### config.mk
export PLATFORM = sky130hd
export DESIGN_NAME = wdg_magic_timer
export DESIGN_NICKNAME = d
export VERILOG_FILES = /design/src/rtl/wdg_pkg.sv /design/src/rtl/wdg_cmd_ctrl.sv /design/src/rtl/wdg_count_path.sv /design/src/rtl/wdg_magic_timer.sv
export SDC_FILE = /design/constraint.sdc
export NUM_CORES = 1
export LEC_CHECK = 0
export ABC_AREA = 1
export BUFFER_PORTS_ARGS = -buffer_cell sky130_fd_sc_hd__buf_2
export CORE_MARGIN = 1
export CORE_UTILIZATION = 53
export CTS_CLUSTER_SIZE = 10
export DETAILED_ROUTE_END_ITERATION = 7
export GPL_ROUTABILITY_DRIVEN = 0
export GPL_TIMING_DRIVEN = 0
export MAX_ROUTING_LAYER = met4
export PLACE_DENSITY = 0.82
export SETUP_SLACK_MARGIN = 0.3
export SYNTH_ARGS = -nofsm -noshare
export SYNTH_HDL_FRONTEND = slang
export SYNTH_SLANG_ARGS = --single-unit
### constraint.sdc
create_clock -name clk -period 1.7 [get_ports clk]
set_input_delay 0.085 -clock clk [delete_from_list [all_inputs] [get_ports clk]]
set_output_delay 0.085 -clock clk [all_outputs]
set_load 0.01 [all_outputs]
### src/rtl/wdg_pkg.sv
package wdg_pkg;
  localparam int DATA_W = 32;
  localparam int ADDR_W = 4;
  localparam int CMD_W  = 16;
  localparam int CNT_W  = 20;
  localparam int WIN_W  = 16;

  localparam logic [ADDR_W-1:0] CTRL_OFF = 4'h0;
  localparam logic [ADDR_W-1:0] CNT_OFF  = 4'h4;

  localparam logic [CMD_W-1:0] CMD_HALT   = 16'h3877;
  localparam logic [CMD_W-1:0] CMD_GO     = 16'h4A4B;
  localparam logic [CMD_W-1:0] CMD_ACK    = 16'h7482;
  localparam logic [CMD_W-1:0] CMD_OPEN   = 16'hAB00;
  localparam logic [CMD_W-1:0] CMD_CLOSE  = 16'hAB01;
  localparam logic [CMD_W-1:0] CMD_REFILL = 16'hDEAF;

  typedef struct packed {
    logic loadMax;
    logic loadWin;
    logic count;
    logic clrIrq;
  } wdgStrobe_t;
endpackage

### src/rtl/wdg_cmd_ctrl.sv
module wdg_cmd_ctrl
  import wdg_pkg::*;
#(
  parameter int DW = DATA_W,
  parameter int AW = ADDR_W,
  parameter int CW = CMD_W
) (
  input  logic          clk,
  input  logic          rstN,
  input  logic          tick,
  input  logic          wrEn,
  input  logic [AW-1:0] addr,
  input  logic [DW-1:0] wrData,
  output wdgStrobe_t    strb
);
  localparam int HI_W = DW - CW;

  logic          running;
  logic          unlocked;
  logic          ctrlHit;
  logic          cntHit;
  logic          upperClear;
  logic [CW-1:0] cmd;
  logic          isHalt, isGo, isAck, isOpen, isClose, isRefill, isKnown;

  assign cmd        = wrData[CW-1:0];
  assign upperClear = (wrData[DW-1:CW] == {HI_W{1'b0}});
  assign ctrlHit    = wrEn && (addr == AW'(CTRL_OFF)) && upperClear;
  assign cntHit     = wrEn && (addr == AW'(CNT_OFF));

  always_comb begin
    isHalt   = ctrlHit && (cmd == CMD_HALT);
    isGo     = ctrlHit && (cmd == CMD_GO);
    isAck    = ctrlHit && (cmd == CMD_ACK);
    isOpen   = ctrlHit && (cmd == CMD_OPEN);
    isClose  = ctrlHit && (cmd == CMD_CLOSE);
    isRefill = ctrlHit && (cmd == CMD_REFILL);
    isKnown  = isHalt || isGo || isAck || isOpen || isClose || isRefill;
  end

  always_ff @(posedge clk or negedge rstN) begin
    if (!rstN) begin
      running  <= 1'b0;
      unlocked <= 1'b0;
    end else begin
      if (isHalt)     running  <= 1'b0;
      else if (isGo)  running  <= 1'b1;
      if (isOpen)     unlocked <= 1'b1;
      else if (isClose) unlocked <= 1'b0;
    end
  end

  always_comb begin
    strb.loadMax = isRefill;
    strb.loadWin = cntHit && unlocked;
    strb.count   = running && tick;
    strb.clrIrq  = isAck;
  end


  run_src_chk: assert property (@(posedge clk) disable iff (!rstN)
    $rose(running) |-> $past(wrEn && addr == AW'(CTRL_OFF) && wrData == DW'(CMD_GO)));


  open_src_chk: assert property (@(posedge clk) disable iff (!rstN)
    $rose(unlocked) |-> $past(wrEn && addr == AW'(CTRL_OFF) && wrData == DW'(CMD_OPEN)));


  unknown_cmd_chk: assert property (@(posedge clk) disable iff (!rstN)
    (wrEn && addr == AW'(CTRL_OFF) && !isKnown) |=> ($stable(running) && $stable(unlocked)));


  closed_write_chk: assert property (@(posedge clk) disable iff (!rstN)
    (!unlocked && !$rose(unlocked)) |-> !strb.loadWin);
endmodule

### src/rtl/wdg_count_path.sv
module wdg_count_path
  import wdg_pkg::*;
#(
  parameter int CW = CNT_W,
  parameter int WW = WIN_W
) (
  input  logic          clk,
  input  logic          rstN,
  input  wdgStrobe_t    strb,
  input  logic [WW-1:0] winVal,
  output logic [WW-1:0] cntWin,
  output logic          irq,
  output logic          rstReq
);
  localparam int SHIFT = CW - WW;

  logic [CW-1:0] cnt;
  logic          anyLoad;
  logic          expire;

  assign anyLoad = strb.loadMax || strb.loadWin;
  assign expire  = strb.count && !anyLoad && (cnt == CW'(1));
  assign cntWin  = cnt[CW-1:SHIFT];

  always_ff @(posedge clk or negedge rstN) begin
    if (!rstN) begin
      cnt <= {CW{1'b1}};
    end else if (strb.loadMax) begin
      cnt <= {CW{1'b1}};
    end else if (strb.loadWin) begin
      cnt <= {winVal, {SHIFT{1'b0}}};
    end else if (strb.count && (cnt != '0)) begin
      cnt <= cnt - CW'(1);
    end
  end

  always_ff @(posedge clk or negedge rstN) begin
    if (!rstN) begin
      irq    <= 1'b0;
      rstReq <= 1'b0;
    end else begin
      rstReq <= expire;
      if (expire)           irq <= 1'b1;
      else if (strb.clrIrq) irq <= 1'b0;
    end
  end


  frozen_chk: assert property (@(posedge clk) disable iff (!rstN)
    (!strb.count && !anyLoad) |=> $stable(cnt));


  no_rise_chk: assert property (@(posedge clk) disable iff (!rstN)
    !anyLoad |=> (cnt <= $past(cnt)));


  req_pulse_chk: assert property (@(posedge clk) disable iff (!rstN)
    rstReq |=> !rstReq);


  req_irq_chk: assert property (@(posedge clk) disable iff (!rstN)
    rstReq |-> irq);


  zero_hold_chk: assert property (@(posedge clk) disable iff (!rstN)
    (cnt == '0 && !anyLoad) |=> (cnt == '0));


  ack_chk: assert property (@(posedge clk) disable iff (!rstN)
    (strb.clrIrq && !strb.count) |=> !irq);
endmodule

### src/rtl/wdg_magic_timer.sv
module wdg_magic_timer
  import wdg_pkg::*;
#(
  parameter int DW = DATA_W,
  parameter int AW = ADDR_W,
  parameter int CW = CNT_W,
  parameter int WW = WIN_W
) (
  input  logic          clk,
  input  logic          rstN,
  input  logic          tick,
  input  logic          wrEn,
  input  logic [AW-1:0] addr,
  input  logic [DW-1:0] wrData,
  output logic [DW-1:0] rdData,
  output logic          irq,
  output logic          rstReq
);
  wdgStrobe_t    strb;
  logic [WW-1:0] cntWin;

  wdg_cmd_ctrl #(.DW(DW), .AW(AW), .CW(CMD_W)) uCtrl (
    .clk(clk), .rstN(rstN), .tick(tick), .wrEn(wrEn),
    .addr(addr), .wrData(wrData), .strb(strb)
  );

  wdg_count_path #(.CW(CW), .WW(WW)) uPath (
    .clk(clk), .rstN(rstN), .strb(strb), .winVal(wrData[WW-1:0]),
    .cntWin(cntWin), .irq(irq), .rstReq(rstReq)
  );

  assign rdData = (addr == AW'(CNT_OFF)) ? DW'(cntWin) : '0;


  read_map_chk: assert property (@(posedge clk) disable iff (!rstN)
    (addr != AW'(CNT_OFF)) |-> (rdData == '0));
endmodule

==> results of run 1 <==
[kinds of logic after synthesis]
kind of cell | after synthesis | share of synthesized area [%]
AO/OA/AOI/OAI | 16 | 3.03
XOR/XNOR | 2 | 0.663
adder cells (fa/ha/maj) | 3 | 1.42
buffers and inverters | 76 | 15.0
flip-flops | 24 | 23.7
other | 1 | 0.142
AND/OR/NAND/NOR | 322 | 56.0
[repair_timing]
item / 4_1_cts / 5_1_grt
hold buffers: 1 / 0
hold endpoints to repair: 4 / 0
setup buffers: 15 / 9
gates cloned: 2 / 0
pin swaps: 14 / 17
endpoints found under the setup margin: 21 / 24
resized for setup: 60 / 33
[metrics by stage]
step | total power (uW) | hold slack, ns | std cells | TNS (ns)
2_1_floorplan | 681 | -0.211 | 459 | 0
3_3_place_gp | 769 | 0.107 | 583 | 0
3_5_place_dp | 772 | 0.110 | 583 | 0
4_1_cts | 1290 | 0.143 | 605 | 0
5_1_grt | 1330 | 0.172 | 614 | -0.0144
6_report | 1300 | 0.146 | 614 | 0
[area by class of cell]
cell class | count | share of cell area (%)
multi-input combinational | 359 | 52.9
clock buffer | 3 | 1.12
clock inverter | 1 | 0.814
timing repair buffer | 84 | 14.8
buffer | 26 | 6.00
inverter | 50 | 5.15
sequential | 24 | 17.0
tap | 67 | 2.27
[state kept, by name (all words and copies together) (netlist names)]
name and count:
uPath.cnt 20, uCtrl.running 1, uCtrl.unlocked 1, uPath.irq 1
uPath.rstReq 1
[placed cells by master (no fill, tap or decap), types with 16 or more instances in the layout]
cell	Yosys	final
buf_4	16	35
nand2_1	129	115
nand3_1	60	54
conb_1	1	16
dfstp_2	20	20
buf_2	2	60
nor2_4	4	20
nor2_1	91	70
inv_1	44	39
[worst min path at each step]
stage / start / to / slack [ns] / cells past startpoint
detailed placement: rstN / uCtrl.unlocked / 0.11 / 1
finish: wrData[1] / uCtrl.unlocked / 0.15 / 4
global placement: rstN / uCtrl.unlocked / 0.11 / 1
floorplan: rstN / uCtrl.running / -0.21 / 0
global route: wrData[1] / uCtrl.unlocked / 0.17 / 4
CTS: wrData[1] / uCtrl.unlocked / 0.14 / 4
[worst max-delay path, cell delays in order, from the launching register on]
cell and delay [ns]:
dfstp_2 0.43, nor2_4 0.20, buf_4 0.19, nand2_4 0.08, nor2_4 0.17, nand2_1 0.10
nand2_1 0.10, nand3_1 0.09, nand3_1 0.10, nand2_1 0.06, nand2_1 0.08
[metal layers]
layer  track usage (%)  part of all wire (%)  vias to the layer above
met1              44.9                    39                     1513
met2              56.4                    46                      273
met5                 -                     0                        -
li1                  -                     -                     1584
met3              3.31                   9.2                       71
met4              18.3                   5.3                        0
[power breakdown]
part / internal [uW] / switching [uW] / total, uW / leakage, uW
Combinational: 78.3 / 118 / 196 / 0.00162
Sequential: 573 / 0.000000741 / 573 / 0.000262
Clock: 316 / 216 / 531 / 0.0000357
==> Implementation_results.wiki, run 1 <==
{| class="wikitable"
! Metric !! Value
|-
| CP required || between 1.5 and 2 ns
|-
| Worst slack at placement || 0.0906 ns
|-
| Via count || 3441
|-
| Area growth from synthesis to layout || 39.6%
|-
| Remaining Overflow, GRT || 0
|-
| Total global routing track utilization || 35.5%
|-
| Storage cell area || 626 um2
|-
| CTS root buf || clkbuf_8
|-
| First-iteration detailed-routing DRC count || 623
|-
| Source-to-sink clock delay at the later pin of the worst-skew pair || 0.28 ns
|-
| Final core area utilization || 77.6%
|-
| Remaining routing DRC violations || 0
|-
| Unique masters post-synth || 33
|-
| Post-layout net count || just under 600
|-
| Setup violations, final || 0
|-
| Final antenna-violating net count || 0
|-
| Floorplan core area || 4750 um2
|-
| Run status || completed
|-
| Number of global-route vias before repair || 3036
|-
| Top Ports || 74
|-
| Launch point of the worst path || uPath.cnt[2]
|-
| DP Wirelength || 5870 um
|-
| Post-synth top cells || nand2_1, nor2_1, nand3_1, inv_1, dfstp_2
|-
| Post-layout min period || 1.65 ns
|-
| Initial antenna violation count || 0
|-
| Total number of yosys warnings || 0
|-
| Number of cells on the worst reg-to-reg path || 10
|-
| Kind of critical path || reg2reg
|-
| Share of flip-flops with an asynchronous set or reset || 100%
|-
| Critical R2R Launch || uPath.cnt[2]
|-
| Synthesized netlist cell count || ~440
|-
| Layout Skew || 0.0145 ns
|-
| Static power due to leakage || 0.00192 uW
|-
| Min setup slack post-route || 0.0473 ns
|-
| Chip Width || slightly above 70 um
|-
| CTS sink count || 24
|-
| Clock tree from TritonCTS || done
|-
| Global-route wire length before repair || about 14000 um
|-
| Transition time at the pin with the least slew margin || ~0.60 ns
|-
| Part of the Yosys area used for sequential elements || 23.7%
|-
| Worst Setup End Kind || flip-flop
|-
| Cell Area, Synth || 2640 um2
|-
| Area post-placement || between 3000 and 4000 um2
|-
| Floorplan die area || around 5300 um2
|-
| Classification of the worst-slack hold path || in2reg
|-
| Layout fillers || 353
|-
| Maximum level of the CTS H-tree || 1
|-
| Most area-consuming cells after synthesis || dfstp_2, nand2_1, nor2_1
|-
| Hold violation total from the final report || 0
|-
| First-pass iteration count of the detailed router || 7
|-
| Multi-input logic area || 1950 um2
|-
| Clock-pin slew on the worst setup and hold paths || approximately 0.1 ns
|-
| Layout cells sized above 1 || 40.0%
|-
| P per Cell Area || 353 nW/um2
|-
| Site row count || 25
|-
| Worst VDD drop || 0.313 mV
|-
| Maxcap violations || 0
|-
| Largest net degree at the start of global routing || 25
|-
| Endpoint of the most critical register-to-register path || uPath.cnt[16]
|-
| Drt total wl || 9410 um
|-
| TritonCTS Buffers || 3
|-
| Cell type with the highest aggregate area in the netlist || dfstp_2
|-
| Startpoint kind of the worst setup timing path || flip-flop
|-
| Final clock period utilization by the worst path || slightly below 100%
|-
| Share of the synthesized area in the top cell type || 19.9%
|-
| Count of flip-flops with a built-in enable after synthesis || 0
|-
| Height of the die || 72.6 um
|-
| Per-cell via count in the routed design || 5.60
|-
| Worst endpoint data arrival time || 1.89 ns
|-
| Mapped Avg Cell Area || 5.95 um2
|-
| Biggest fanout along the worst timing path || 5
|-
| Final standard cell area without fillers || 3690 um2
|-
| Synth Flop Type || dfstp_2
|-
| Most common cell in the synthesized netlist || nand2_1
|-
| Max frequency || ~600 MHz
|-
| Timing endpoint of the critical path || uPath.cnt[16]
|-
| Mean routed wirelength per cell || approximately 15 um
|-
| Port Buf Inserts || 57
|-
| Setup repair after global routing missed its margin || yes
|-
| Initial standard-cell utilization of the core || around 56%
|-
| Post-synthesis register bit count || 24
|-
| Buffer depth of the longest clock path || 2
|-
| R2R Setup Slk || between 0.04 and 0.05 ns
|-
| Final count of pins violating max slew || 0
|-
| Ant diodes || 0
|-
| Max transition margin || 59.9%
|}
(Power assumes the default switching activity.)
==> inputs of run 2 (changes only) <==
BUFFER_PORTS_ARGS = default   (was -buffer_cell sky130_fd_sc_hd__buf_2)
CORE_UTILIZATION = 60   (was 53)
DONT_BUFFER_PORTS = 1   (was default)
PLACE_DENSITY = 0.77   (was 0.82)
==> run 2 against run 1 <==
Net effect: non-clock buffer count down 66; total power down 4.7%; highest routed layer unchanged; final cell count down 14%.
==> Implementation_results.wiki, run 2 (synthesized netlist as in run 1, its figures left out) <==
{| class="wikitable"
! Metric !! Value
|-
| Startpoint kind of the worst setup timing path || flip-flop
|-
| Kind of cell adding the most delay to the critical path || simple AND/OR/NAND/NOR gates
|-
| Cell type of the slowest stage on the worst timing path || dfstp_2
|-
| Buffer depth of the longest clock path || 2 (unchanged)
|-
| Port Buf Inserts || 0 (-100%)
|-
| First-iteration detailed-routing DRC count || 496 (-20%)
|-
| DP Wirelength || 5580 um (-4.8%)
|-
| Hold violation total from the final report || 0 (unchanged)
|-
| Layout Skew || 0.00703 ns (-0.00748 ns)
|-
| Run status || completed
|-
| Fin Hold WS || 0.0192 ns (-0.127 ns)
|-
| Initial standard-cell utilization of the core || 64.2% (+8.6 points)
|-
| Commonest cells after routing, fill and taps aside || nand2_1, nor2_1, nand3_1
|-
| Chain of cells forming the critical path || nor2_2 -> nand2_1 -> nor2_4 -> nand2_1 -> nand2_1 -> nand2_1 -> nand3_1 -> nand2_2 -> nand2_1
|-
| Post-layout min period || 1.52 ns (-0.129 ns)
|-
| Mean routed wirelength per cell || 15.4 um (+0.83%)
|-
| CTS sink count || 24 (unchanged)
|-
| CP required || 1.93 ns (about the same)
|-
| Classification of the worst-slack hold path || in2reg
|-
| Storage cell area || 626 um2 (unchanged)
|-
| Global-route wire length before repair || 12900 um (-7.1%)
|-
| Chip Width || 68.4 um (-5.8%)
|-
| Final antenna-violating net count || 0 (unchanged)
|-
| Worst VDD drop || 0.248 mV (-21%)
|-
| TritonCTS Buffers || 3 (unchanged)
|-
| Remaining Overflow, GRT || 0 (unchanged)
|-
| Most used cell along the critical path || nand2_1
|-
| Final core area utilization || 78.7% (+1.1 points)
|-
| P per Cell Area || 383 nW/um2 (+8.5%)
|-
| Buffers & Inverters on Critical Path || 0 (-1)
|-
| CTS root buf || clkbuf_8
|-
| Initial antenna violation count || 0 (unchanged)
|-
| Total global routing track utilization || 38.6% (+3.1 points)
|-
| Multi-input logic area || 1910 um2 (-2.3%)
|-
| Site row count || 23 (-8.0%)
|-
| Max frequency || 656 MHz (+8.4%)
|-
| Drt total wl || 8200 um (-13%)
|-
| Layout cells sized above 1 || 30.6% (-9.5 points)
|-
| Area growth from synthesis to layout || 22.6%
|-
| Worst Setup End Kind || flip-flop
|-
| Maximum level of the CTS H-tree || 1 (unchanged)
|-
| Final clock period utilization by the worst path || 89.6% (-7.6 points)
|-
| Via count || 3051 (-11%)
|-
| Number of global-route vias before repair || 2882 (-5.1%)
|-
| Clock-pin slew on the worst setup and hold paths || 0.10 ns (about the same)
|-
| Floorplan core area || 4120 um2 (-13%)
|-
| Kind of critical path || reg2reg
|-
| Biggest fanout along the worst timing path || 5 (unchanged)
|-
| Top Ports || 74 (unchanged)
|-
| Ant diodes || 0 (unchanged)
|-
| Maxcap violations || 0 (unchanged)
|-
| Flip-flop count of the largest register, all copies and words added || 20 (unchanged)
|-
| Min setup slack post-route || 0.176 ns (+0.129 ns)
|-
| Max incr delay on CP || 0.43 ns (about the same)
|-
| Largest net degree at the start of global routing || 25 (unchanged)
|-
| Height of the die || 68.4 um (-5.8%)
|-
| Static power due to leakage || 0.00163 uW (-15%)
|-
| Worst endpoint data arrival time || 1.75 ns (-0.14 ns)
|-
| Worst slack at placement || 0.0356 ns (-0.0550 ns)
|-
| Final count of pins violating max slew || 0 (unchanged)
|-
| Most common cell after layout, fill and taps aside || nand2_1
|-
| Setup violations, final || 0 (unchanged)
|-
| Post-layout net count || 525 (-11%)
|-
| Layout fillers || 307 (-13%)
|-
| Source-to-sink clock delay at the later pin of the worst-skew pair || 0.28 ns (about the same)
|-
| Clock tree from TritonCTS || done
|-
| Floorplan die area || 4680 um2 (-11%)
|-
| Setup repair after global routing missed its margin || yes
|-
| Per-cell via count in the routed design || 5.75 (+2.5%)
|-
| Total negative slack || 0 ns (unchanged)
|-
| Remaining routing DRC violations || 0 (unchanged)
|-
| Largest Register || uPath.cnt
|-
| First-pass iteration count of the detailed router || 5 (-2)
|}
run 2: timing repair:
action	4_1_cts	5_1_grt
buffers inserted	11	1
hold buffers	4	0
setup endpoints to repair	22	21
gates resized for setup	53	23
cloned	2	0
pin swaps	9	17
endpoints found under the hold margin	25	0
run 2: worst paths after layout:
path / slack (ns) / cells after the start / endpoint / from
worst min-delay path: 0.02 / 4 / uCtrl.unlocked / wrData[14]
min in group asynchronous: 0.27 / 2 / uCtrl.unlocked / rstN
max in group asynchronous: 1.21 / 2 / uPath.cnt[14] / rstN
worst max-delay path: 0.18 / 9 / uPath.cnt[7] / uPath.cnt[6]
worst min register to register: 0.49 / 2 / uPath.cnt[19] / uPath.cnt[19]
worst max register to register: 0.18 / 9 / uPath.cnt[7] / uPath.cnt[6]
run 2: through the flow:
step,cell area [um2],instances,total power [uW]
CTS,3160,530,1240
detailed placement,2770,509,693
global placement,2770,509,691
global route,3240,531,1280
finish,3240,531,1240
floorplan,2700,459,681
run 2: area by class of cell:
class,instances,area share (%)
timing repair buffer,18,4.94
clock buffer,3,1.27
inverter,50,5.95
clock inverter,1,0.927
sequential,24,19.3
multi-input combinational,359,58.9
tap,50,1.93
buffer,26,6.80
run 2: tightest hold or removal path, stage by stage:
cell	delay, ns
nor4_1	0.03
nand2_1	0.04
o21ai_0	0.06
nand2_1	0.05
run 2: power breakdown:
part	total, uW	internal (uW)	switching, uW
clock network	531	316	215
logic	136	55.6	80.3
registers	573	573	0.000000847
total	1240	945	295
run 2: metal layers:
metal  track usage (%)  wire, um  vias up
li1                  -         -     1439
met1              46.0      3120     1354
met2              60.8      3850      212
met3              8.17       872       46
met4              20.1       365        0
met5                 -         0        -
==> inputs of run 3 (changes only) <==
ABC_AREA = default   (was 1)
CAP_MARGIN = 10   (was default)
==> run 3 against run 2 <==
Net effect: the run now ends with setup timing left; first-iteration DRC count is 35% lower; non-clock buffer count is 27 higher; worst setup slack worse by 0.49 ns; clock skew is 0.0026 ns lower; core utilization is 13 points higher; via count is 21% lower; synthesized cell count is 47% lower; maximum frequency is 24% lower; largest power group unchanged.
==> Implementation_results.wiki, run 3 <==
{| class="wikitable"
! Metric !! Value
|-
| Largest net degree at the start of global routing || 25 (unchanged)
|-
| Post-synthesis register bit count || 24 (unchanged)
|-
| Chain of cells forming the critical path || or4_4 -> buf_6 -> buf_6 -> o31a_1 -> a211oi_2 -> o21ai_1
|-
| Floorplan die area || 3500 um2 (-25%)
|-
| Biggest fanout along the worst timing path || 6 (+1)
|-
| Source-to-sink clock delay at the later pin of the worst-skew pair || 0.33 ns (+0.05 ns)
|-
| Buffers & Inverters on Critical Path || 2 (+2)
|-
| Total number of yosys warnings || 0 (unchanged)
|-
| Number of global-route vias before repair || 2116 (-27%)
|-
| Part of the Yosys area used for sequential elements || 31.9% (+8.2 points)
|-
| Failing checks || setup timing
|-
| Kind of critical path || reg2reg
|-
| Commonest cells after routing, fill and taps aside || buf_4, dfstp_2, dlygate4sd3_1
|-
| First-pass iteration count of the detailed router || 5 (unchanged)
|-
| Top Ports || 74 (unchanged)
|-
| Layout cells sized above 1 || 39.2% (+8.6 points)
|-
| CP required || 1.95 ns (+0.02 ns)
|-
| Setup violations, final || 21 (+21)
|-
| Cell type with the highest aggregate area in the netlist || dfstp_2
|-
| Max frequency || 495 MHz (-24%)
|-
| Final clock period utilization by the worst path || 119% (+29 points)
|-
| Site row count || 20 (-13%)
|-
| Count of flip-flops with a built-in enable after synthesis || 0 (unchanged)
|-
| DP Wirelength || 4090 um (-27%)
|-
| Post-layout net count || 340 (-35%)
|-
| Share of the synthesized area in the top cell type || 26.8% (+6.9 points)
|-
| Cell type of the slowest stage on the worst timing path || or4_4
|-
| Max incr delay on CP || 0.52 ns (+0.09 ns)
|-
| Classification of the worst-slack hold path || in2reg
|-
| First-iteration detailed-routing DRC count || 321 (-35%)
|-
| Hold violation total from the final report || 0 (unchanged)
|-
| Drt total wl || 7720 um (-5.8%)
|-
| Synth Flop Type || dfstp_2
|-
| Transition time at the pin with the least slew margin || between 1 and 1.5 ns
|-
| Worst VDD drop || 0.362 mV (+46%)
|-
| Final count of pins violating max slew || 0 (unchanged)
|-
| Port Buf Inserts || 0 (unchanged)
|-
| Layout Skew || 0.00439 ns (-0.00264 ns)
|-
| Buffer depth of the longest clock path || 2 (unchanged)
|-
| Maxcap violations || 0 (unchanged)
|-
| Area growth from synthesis to layout || 43.5%
|-
| Initial standard-cell utilization of the core || 63.7% (-0.55 points)
|-
| Startpoint kind of the worst setup timing path || flip-flop
|-
| Mapped Avg Cell Area || 8.31 um2 (+40%)
|-
| Ant diodes || 0 (unchanged)
|-
| Unique masters post-synth || 54 (+64%)
|-
| Mean routed wirelength per cell || 22.7 um (+47%)
|-
| Post-synth top cells || dfstp_2, nand2_1, and3_1, buf_4, nor2_1
|-
| Post-layout instance count excluding filler cells || 340 (-36%)
|-
| Remaining Overflow, GRT || 0 (unchanged)
|-
| Run status || finished with violations
|-
| Overall power consumption || 2030 uW (+63%)
|-
| P per Cell Area || 721 nW/um2 (+88%)
|-
| Chip Width || 59.2 um (-13%)
|-
| TritonCTS Buffers || 3 (unchanged)
|-
| Final antenna-violating net count || 0 (unchanged)
|-
| Maximum level of the CTS H-tree || 1 (unchanged)
|-
| Initial antenna violation count || 0 (unchanged)
|-
| Max transition margin || 23.7%
|-
| Setup repair after global routing missed its margin || yes
|-
| Static power due to leakage || 0.00114 uW (-30%)
|-
| Most common cell after layout, fill and taps aside || buf_4
|-
| Synthesized netlist cell count || 236 (-47%)
|-
| Most used cell along the critical path || buf_6
|-
| Floorplan core area || 3080 um2 (-25%)
|-
| Final standard cell area without fillers || 2810 um2 (-13%)
|-
| Via count || 2421 (-21%)
|-
| Kind of cell adding the most delay to the critical path || compound AO/OA/AOI/OAI gates
|-
| Share of flip-flops with an asynchronous set or reset || 100% (unchanged)
|-
| Total negative slack || -3.65 ns (-3.65 ns)
|-
| CTS sink count || 24 (unchanged)
|-
| Final core area utilization || 91.4% (+13 points)
|-
| Most area-consuming cells after synthesis || dfstp_2, buf_4, and3_1
|-
| Cell Area, Synth || 1960 um2 (-26%)
|-
| Most common cell in the synthesized netlist || dfstp_2
|-
| Clock-pin slew on the worst setup and hold paths || 0.16 ns (+0.06 ns)
|-
| Area post-placement || 2190 um2 (-21%)
|-
| Post-layout min period || 2.02 ns (+0.494 ns)
|-
| Height of the die || 59.2 um (-13%)
|-
| Worst Setup End Kind || flip-flop
|-
| Per-cell via count in the routed design || 7.12 (+24%)
|-
| Global-route wire length before repair || 10100 um (-22%)
|-
| Largest Register || uPath.cnt
|-
| Total global routing track utilization || 40.8% (+2.2 points)
|-
| Remaining routing DRC violations || 0 (unchanged)
|-
| CTS root buf || clkbuf_4
|-
| Worst endpoint data arrival time || 2.27 ns (+0.52 ns)
|-
| Total placed cells including tap cells || 295 (-42%)
|-
| Clock tree from TritonCTS || done
|-
| Flip-flop count of the largest register, all copies and words added || 20 (unchanged)
|-
| Min setup slack post-route || -0.318 ns (-0.494 ns)
|}
run 3: per-layer routing:
metal / vias up / GRT usage (%) / part of all wire (%)
li1: 995 / - / -
met4: 0 / 19.4 / 6.3
met2: 266 / 67.4 / 46
met1: 1098 / 48.0 / 34
met3: 62 / 7.64 / 14
met5: - / - / 0
run 3: layout make-up:
cell class | count | area (um2)
clock inverters | 1 | 30.0
flip-flops and latches | 24 | 626
inverters | 3 | 13.8
clock buffers | 3 | 22.5
fillers | 131 | 265
plain buffers | 30 | 239
repair buffers | 41 | 368
multi-input cells | 194 | 1460
well taps | 44 | 55.1
run 3: cell families after synthesis:
| kind of cell | Yosys count | synth area share [%] |
|---|---|---|
| simple gates | 124 | 37.7 |
| compound gates | 44 | 15.5 |
| buf+inv | 33 | 9.64 |
| flops | 24 | 31.9 |
| xor+xnor | 6 | 2.68 |
| fa+ha+maj | 3 | 1.91 |
| other cells | 1 | 0.191 |
| mux | 1 | 0.511 |
run 3: power breakdown:
part | leakage, uW | total (uW) | internal (uW) | switching, uW
Sequential | 0.000260 | 871 | 721 | 150
Clock | 0.0000279 | 448 | 238 | 210
Combinational | 0.000851 | 708 | 352 | 356
run 3: timing repair:
action,4_1_cts,5_1_grt
setup buffers,15,8
resized for setup,29,19
hold endpoints to repair,42,1
hold buffers,17,1
cloned,0,0
pin swaps,13,14
endpoints found under the setup margin,22,22
run 3: metrics by stage:
stage | setup slack [ns] | hold WS [ns]
finish | -0.318 | 0.0318
global route | -0.355 | 0.0386
CTS | -0.216 | 0.00470
detailed placement | -0.312 | -0.210
global placement | -0.293 | -0.210
floorplan | -0.140 | -0.211
run 3: worst paths after layout:
| check | startpoint | endpoint | slack (ns) | depth (start not counted) |
|---|---|---|---|---|
| worst max-delay path | uPath.cnt[4] | uPath.cnt[7] | -0.32 | 6 |
| worst min-delay path | wrData[0] | uCtrl.running | 0.03 | 3 |
| worst max register to register | uPath.cnt[4] | uPath.cnt[7] | -0.32 | 6 |
| worst min register to register | uCtrl.unlocked | uCtrl.unlocked | 0.60 | 2 |
| max in group asynchronous | rstN | uCtrl.unlocked | 0.62 | 1 |
| min in group asynchronous | rstN | uPath.irq | 0.41 | 1 |
run 3: worst register-to-register path: cells and delay by family (launching register included):
family / cells / cell delay (ns)
flip-flops: 1 / 0.44
buffers and inverters: 2 / 0.28
AO/OA/AOI/OAI: 3 / 0.69
AND/OR/NAND/NOR: 1 / 0.52
